--- config.mk ---
export PLATFORM = sky130hd
export DESIGN_NAME = wshl_unit
export DESIGN_NICKNAME = d
export VERILOG_FILES = /design/src/rtl/wshl_unit.sv
export SDC_FILE = /design/constraint.sdc
export NUM_CORES = 1
export LEC_CHECK = 0
export BUFFER_PORTS_ARGS = -buffer_cell sky130_fd_sc_hd__buf_2
export CORE_AREA = 2 2 207 209
export DETAILED_ROUTE_END_ITERATION = 7
export DIE_AREA = 0 0 209 211
export GPL_TIMING_DRIVEN = 0
export SYNTH_ARGS = -nofsm -noshare
export SYNTH_HDL_FRONTEND = slang
export SYNTH_SLANG_ARGS = --single-unit
--- constraint.sdc ---
create_clock -name clk -period 4.91 [get_ports clk]
set_input_delay 0.982 -clock clk [delete_from_list [all_inputs] [get_ports clk]]
set_output_delay 0.982 -clock clk [all_outputs]
set_load 0.05 [all_outputs]
--- src/rtl/wshl_unit.sv ---
module wshl_unit #(
  parameter int VW = 128
) (
  input  logic                clk,
  input  logic                rst_n,
  input  logic                in_valid,
  output logic                in_ready,
  input  logic                cnt_from_reg,
  input  logic                zero_fill,
  input  logic                mask_en,
  input  logic [7:0]          imm_cnt,
  input  logic [127:0]        cnt_vec,
  input  logic [VW-1:0]       src_a,
  input  logic [VW-1:0]       pass_vec,
  input  logic [VW/16-1:0]    lane_mask,
  output logic                out_valid,
  input  logic                out_ready,
  output logic [VW-1:0]       out_data
);
  localparam int LW    = 16;
  localparam int LANES = VW / LW;
  localparam int AW    = $clog2(LW);

  logic          take;
  logic          too_far;
  logic [AW-1:0] amt;
  logic [VW-1:0] nxt;

  assign in_ready = !out_valid || out_ready;
  assign take     = in_valid && in_ready;

  assign too_far = cnt_from_reg ? (|cnt_vec[63:AW]) : (|imm_cnt[7:AW]);
  assign amt     = cnt_from_reg ? cnt_vec[AW-1:0] : imm_cnt[AW-1:0];

  for (genvar l = 0; l < LANES; l++) begin : g_lane
    logic [LW-1:0] shl, alt;
    logic          keep;
    assign shl  = too_far ? '0 : (src_a[l*LW +: LW] << amt);
    assign keep = !mask_en || lane_mask[l];
    assign alt  = zero_fill ? '0 : pass_vec[l*LW +: LW];
    assign nxt[l*LW +: LW] = keep ? shl : alt;

    a_r6_merge_lane: assert property (@(posedge clk) disable iff (!rst_n)
      (take && mask_en && !zero_fill && !lane_mask[l])
      |=> out_data[l*LW +: LW] == $past(pass_vec[l*LW +: LW]));

    a_r7_zero_lane: assert property (@(posedge clk) disable iff (!rst_n)
      (take && mask_en && zero_fill && !lane_mask[l])
      |=> out_data[l*LW +: LW] == '0);

    a_r4_big_count: assert property (@(posedge clk) disable iff (!rst_n)
      (take && (!mask_en || lane_mask[l]) &&
       (cnt_from_reg ? (|cnt_vec[63:AW]) : (|imm_cnt[7:AW])))
      |=> out_data[l*LW +: LW] == '0);
  end

  always_ff @(posedge clk or negedge rst_n) begin
    if (!rst_n) begin
      out_valid <= 1'b0;
      out_data  <= '0;
    end else if (take) begin
      out_valid <= 1'b1;
      out_data  <= nxt;
    end else if (out_ready) begin
      out_valid <= 1'b0;
    end
  end

  a_r9_stall_hold: assert property (@(posedge clk) disable iff (!rst_n)
    (out_valid && !out_ready) |=> (out_valid && $stable(out_data)));

  a_r8_accept_sets_valid: assert property (@(posedge clk) disable iff (!rst_n)
    (in_valid && in_ready) |=> out_valid);

  a_r1_zero_count_identity: assert property (@(posedge clk) disable iff (!rst_n)
    (take && !mask_en && !cnt_from_reg && imm_cnt == 8'd0)
    |=> out_data == $past(src_a));

  a_r5_low_bits_clear: assert property (@(posedge clk) disable iff (!rst_n)
    (take && !mask_en && !cnt_from_reg && imm_cnt == 8'd1)
    |=> ($countones(out_data & {LANES{16'h0001}}) == 0));
endmodule

# Word-level counts from Yosys, hierarchy flattened
# Index checks and enable logic that the tools add are counted.
[totals] wordCells=53 input_bits=407 output_inout_bits=130 ff_bits=129
[classes] n_shift=8 mux=28 n_reduce_logical=15
[op_table] cell="$mux 16" n=24
[op_table] cell="$shl 16x4->16" n=8
[op_table] cell="$reduce_or 60->1" n=1
[op_table] cell="$logic_or 1x1->1" n=9
[op_table] cell="$mux 4" n=1
[op_table] cell="$reduce_or 4->1" n=1
[op_table] cell="$mux 1" n=3
[op_table] cell="$logic_not 1->1" n=2
[op_table] cell="$reduce_bool 2->1" n=1
[op_table] cell="$logic_and 1x1->1" n=1

# Logic depth before layout (Yosys ltp)
[depth] ltp_word=4 depth_mapped=10 mapped_depth_nobuf=6

# Least setup slack after synthesis
# OpenSTA, ideal clock, no wires.
[synth_timing] path_type="input-to-reg" startpoint="input port out_ready" endpoint="register out_data[68]" path_slack_ps=2098 t_arrival_ps=2730 setup_ps=83 stages=7 required_ps=4827 path_buffers=3 path_cell_list="nand2b_1 > nand2_1 > clkbuf_1 > clkbuf_1 > clkbuf_1 > a22oi_1 > o21ai_0"
[synth_via] elab_chain_len=2
[synth_rtl] element="start, declared" line_no="17" rtl="input logic out_ready,"
[synth_rtl] element="$logic_or 1x1->1" line_no="29" rtl="assign in_ready = !out_valid || out_ready;"
[synth_rtl] element="$logic_and 1x1->1" line_no="30" rtl="assign take = in_valid && in_ready;"
[synth_rtl] element="end signal, assigned" line_no="63" rtl="out_data <= nxt;"
[synth_rtl] element="end, declared" line_no="18" rtl="output logic [VW-1:0] out_data"
# Every way passes these cells.
# A chain may end at the register's enable or synchronous reset.

# Worst setup path in the final report
[layout_timing] startpoint="input port cnt_from_reg" endpoint="register out_data[116]"
[layout_via] elab_chain_len=4 elab_cells_between_ends=5 classes_between="shift (1); mux (4)"
[layout_rtl] element="start, declared" line_no="8" rtl="input logic cnt_from_reg,"
[layout_rtl] element="$mux 4" line_no="33" rtl="assign amt = cnt_from_reg ? cnt_vec[AW-1:0] : imm_cnt[AW-1:0];"
[layout_rtl] element="$shl 16x4->16" line_no="38" rtl="assign shl = too_far ? '0 : (src_a[l*LW +: LW] << amt);"
[layout_rtl] element="$mux 16 (*)" line_no="38"
[layout_rtl] element="$mux 16 (*)" line_no="41" rtl="assign nxt[l*LW +: LW] = keep ? shl : alt;"
# Every way passes the cells marked *; elsewhere a longest branch is shown, timed or not.

==> impl_results.md <==
* Core box area at 0.0418 mm^2
* H-tree depth at 4
* Worst-path clk slew at 0.06 ns
* Row count at 75
* Routed via count at 13,300
* Clock power share at 31.0%
* Grt ovf at 0
* Final Wtd Congestion at 1.01
* Ys Warns at 0
* Worst Setup SP: cnt_from_reg
* Finished Cell Area at 0.0141 mm^2
* Crit Path Class: input pin to register
* Most common cell on crit path: buf_2
* Slowest cell delay on critical path at 1.16 ns
* Adder-Cell Fraction of Synth Area at 0%
* Final period util at 85.6%
* Gate Count Post-Synth at 1,147
* Post-CTS setup buffers at 0
* Dpl cells at 2,158
* Final Hold Viols at 0
* WL per Instance at 32.6 um
* Simple-Gate Fraction of Synth Area at 12.9%
* Worst EP required at 5.28 ns
* Yosys top cell by area: dfrtp_1
* Largest family of logic cells by synthesized area: compound AO/OA/AOI/OAI gates
* Mux contribution to synthesized area at 23.2%
* Worst path slowest cell: nor2_1
* Yosys reg bits at 129
* Worst Setup End Kind: register
* DP Area at 0.0135 mm^2
* Post-layout min period at 4.20 ns
* Max FO, Critical Path at 10
* Compound-gate portion of the synthesized area at 28.6%
* Die ar. at 0.0441 mm^2
* Crit path cell chain: buf_2, buf_2, mux2i_2, nand2_2, nor2_1, a22o_1, a32oi_1, o21ai_1
* Max Cap Viol at 1
* CTS tree: done
* Total power at 4.06 mW
* Status: finished, violations left
* CTS buffer count at 17
* Seq/Total Area, Yosys at 31.1%
* Gr usage total at 31.4%
* Seq pwr share at 29.0%
* RSZ-0062 raised after global routing: false
* Worst VDD drop at 0.000190 V
* Mean Syn Cell Area at 9.06 um^2
* Setup WS pre-CTS at 0.461 ns
* Die W at 209 um
* DR DRC count at 5
* Initial antenna violation count at 32
* Reg-to-Reg Start: out_valid
* Reg2reg path depth at 6
* Cell Pwr Density at 288 mW/mm^2
* Initial drt markers at 1,582
* Clk_lat worst skew at 0.46 ns
* RR Endpoint: out_data[43]
* Number of buffers added on ports at 469
* Final setup margin at 0.707 ns
* Post-cts resize count at 0
* Drt total wl at 71.8 mm
* Mapped Area at 0.0104 mm^2
* EDFF count, synth at 0
* Combinational fraction of design power at 40.0%
* CTS root buffer: clkbuf_16
* Critical path launch point type: input pin
* Setup TNS at 0 ns
* Largest net degree at the start of global routing at 79
* CTS Sinks at 129
* Top cell type's share of synthesized area at 31.1%
* Boundary Pins at 537
* Post-CTS Hold Buffers at 0
* Relative slew slack at -0.235%
* Synth Flop Type: dfrtp_1
* Max Clock Freq at 0.238 GHz
* Final ANT Viol Nets at 0
* 1st-pass router iterations at 8
* Largest cells by area after synthesis: dfrtp_1, mux2i_1, mux4_2
* Post-DP HPWL at 55.6 mm
* Syn_nets at 1,554
* R2r setup slk at 1.80 ns
* Setup-failing EPs final at 0
* CTS Buffer Depth at 2
* Psw at 1.72 mW
* Slew Viols, Final at 9
* CP arrival at 4.57 ns
* Worst-Margin Slew at 1.50 ns
* First-pass GRT wire length at 96.5 mm
* Switching Fraction at 42.3%
* Vias in the first global route at 13,000
* Final nets at 2,045
* Share of cells above drive strength 1 at 37.7%
* Failing checks: design-rule violations, max-capacitance violations, max-slew violations
* Starting Density at 24.9%
* Internal power at 2.34 mW
* DR vias/cell at 6.02
* Leakage power at 6.61 nW
* Async S/R FF share, synth at 100%
* Synth unique cells at 52
* P&R area growth vs syn at 35.5%
* Xor/xnor share of the synthesized area at 0%
* Worst clock skew at 0.0152 ns
* Final std cells w/o fill at 2,205
* Die Ht at 211 um
* Hold Path Class: input pin to async pin
==> power groups by stage <==
stage          logic, mW  registers, mW  clock network, mW
4_1_cts             1.58           1.18               1.27
3_3_place_gp        1.57           1.19                  0
6_report            1.63           1.18               1.26
3_5_place_dp        1.58           1.20                  0
2_1_floorplan      0.640           1.44                  0
5_1_grt             1.67           1.19               1.31
==> layout make-up <==
cell class,count,area (um^2)
clock buffers,19,443
inverters,1,3.75
diodes,15,37.5
multi-input cells,927,6750
well taps,539,674
clock inverters,13,115
repair buffers,472,2400
fillers,4450,27700
plain buffers,90,435
flip-flops and latches,129,3230
==> cell usage after synthesis, types with 8 or more instances <==
| cell type | n |
|---|---|
| mux2_2 | 18 |
| a21o_1 | 11 |
| nand2_1 | 122 |
| a2bb2oi_1 | 12 |
| mux2i_1 | 133 |
| a32oi_1 | 29 |
| o22ai_1 | 20 |
| nor3_1 | 18 |
| clkbuf_1 | 46 |
| nand3b_1 | 8 |
| a22oi_1 | 87 |
| nor2b_1 | 13 |
| mux4_2 | 38 |
| dfrtp_1 | 129 |
| a21oi_1 | 60 |
| buf_2 | 27 |
| a221oi_1 | 16 |
| a22o_1 | 20 |
| o21ai_0 | 94 |
| nor4_1 | 13 |
| buf_4 | 11 |
| o21ai_1 | 28 |
| nor2_1 | 100 |
==> registers in the layout (all words and copies together), names as in the netlist <==
signal     cells
out_data     128
out_valid      1
==> stage by stage <==
step	utilization (%)	hold WS (ns)
after floorplan	-	0.686
after global placement	32.1	0.466
after detailed placement	32.3	0.471
after CTS	33.6	0.472
after global routing	33.7	0.488
final	33.7	0.457
==> kinds of logic (layout without fill, tap and decap cells) <==
kind of cell    after synthesis  after routing
other cells                   0             15
simple gates                305            305
buf+inv                      91            595
compound gates              431            431
mux                         191            191
flops                       129            129
==> critical path, delay by kind of cell <==
family | cells | cell delay [ns]
and+or+nand+nor | 2 | 1.59
muxes | 1 | 0.87
AOI/OAI and AO/OA | 3 | 0.68
buffers and inverters | 2 | 0.43
==> cells in the final DEF, fill, tap and decap left out, types with 15 or more instances in the layout <==
master / netlist / routed
a21oi_1: 60 / 60
a221oi_1: 16 / 16
a22o_1: 20 / 20
a22oi_1: 87 / 87
a32oi_1: 29 / 29
buf_2: 27 / 495
clkbuf_1: 46 / 47
clkbuf_16: 0 / 17
dfrtp_1: 129 / 129
diode_2: 0 / 15
mux2_2: 18 / 18
mux2i_1: 133 / 133
mux4_2: 38 / 38
nand2_1: 122 / 122
nor2_1: 100 / 98
nor3_1: 18 / 17
o21ai_0: 94 / 94
o21ai_1: 28 / 28
o22ai_1: 20 / 20
==> worst max path at each step <==
stage / to / slack [ns] / cells after the start
global route: out_data[116] / 0.85 / 8
floorplan: out_data[68] / 2.10 / 7
global placement: out_data[38] / 0.23 / 8
CTS: out_data[116] / 0.95 / 8
finish: out_data[116] / 0.71 / 8
detailed placement: out_data[116] / 0.46 / 8
==> metal layers <==
| metal | GRT usage [%] | up-vias | routed length [um] | share of wire (%) |
|---|---|---|---|---|
| met5 | 0 | - | 192 | 0.27 |
| met2 | 49.2 | 1025 | 32100 | 45 |
| li1 | - | 5486 | - | - |
| met4 | 13.5 | 32 | 3100 | 4.3 |
| met3 | 11.4 | 216 | 8460 | 12 |
| met1 | 38.9 | 6514 | 28000 | 39 |
No activity file was read; power rests on OpenSTA's default activity.
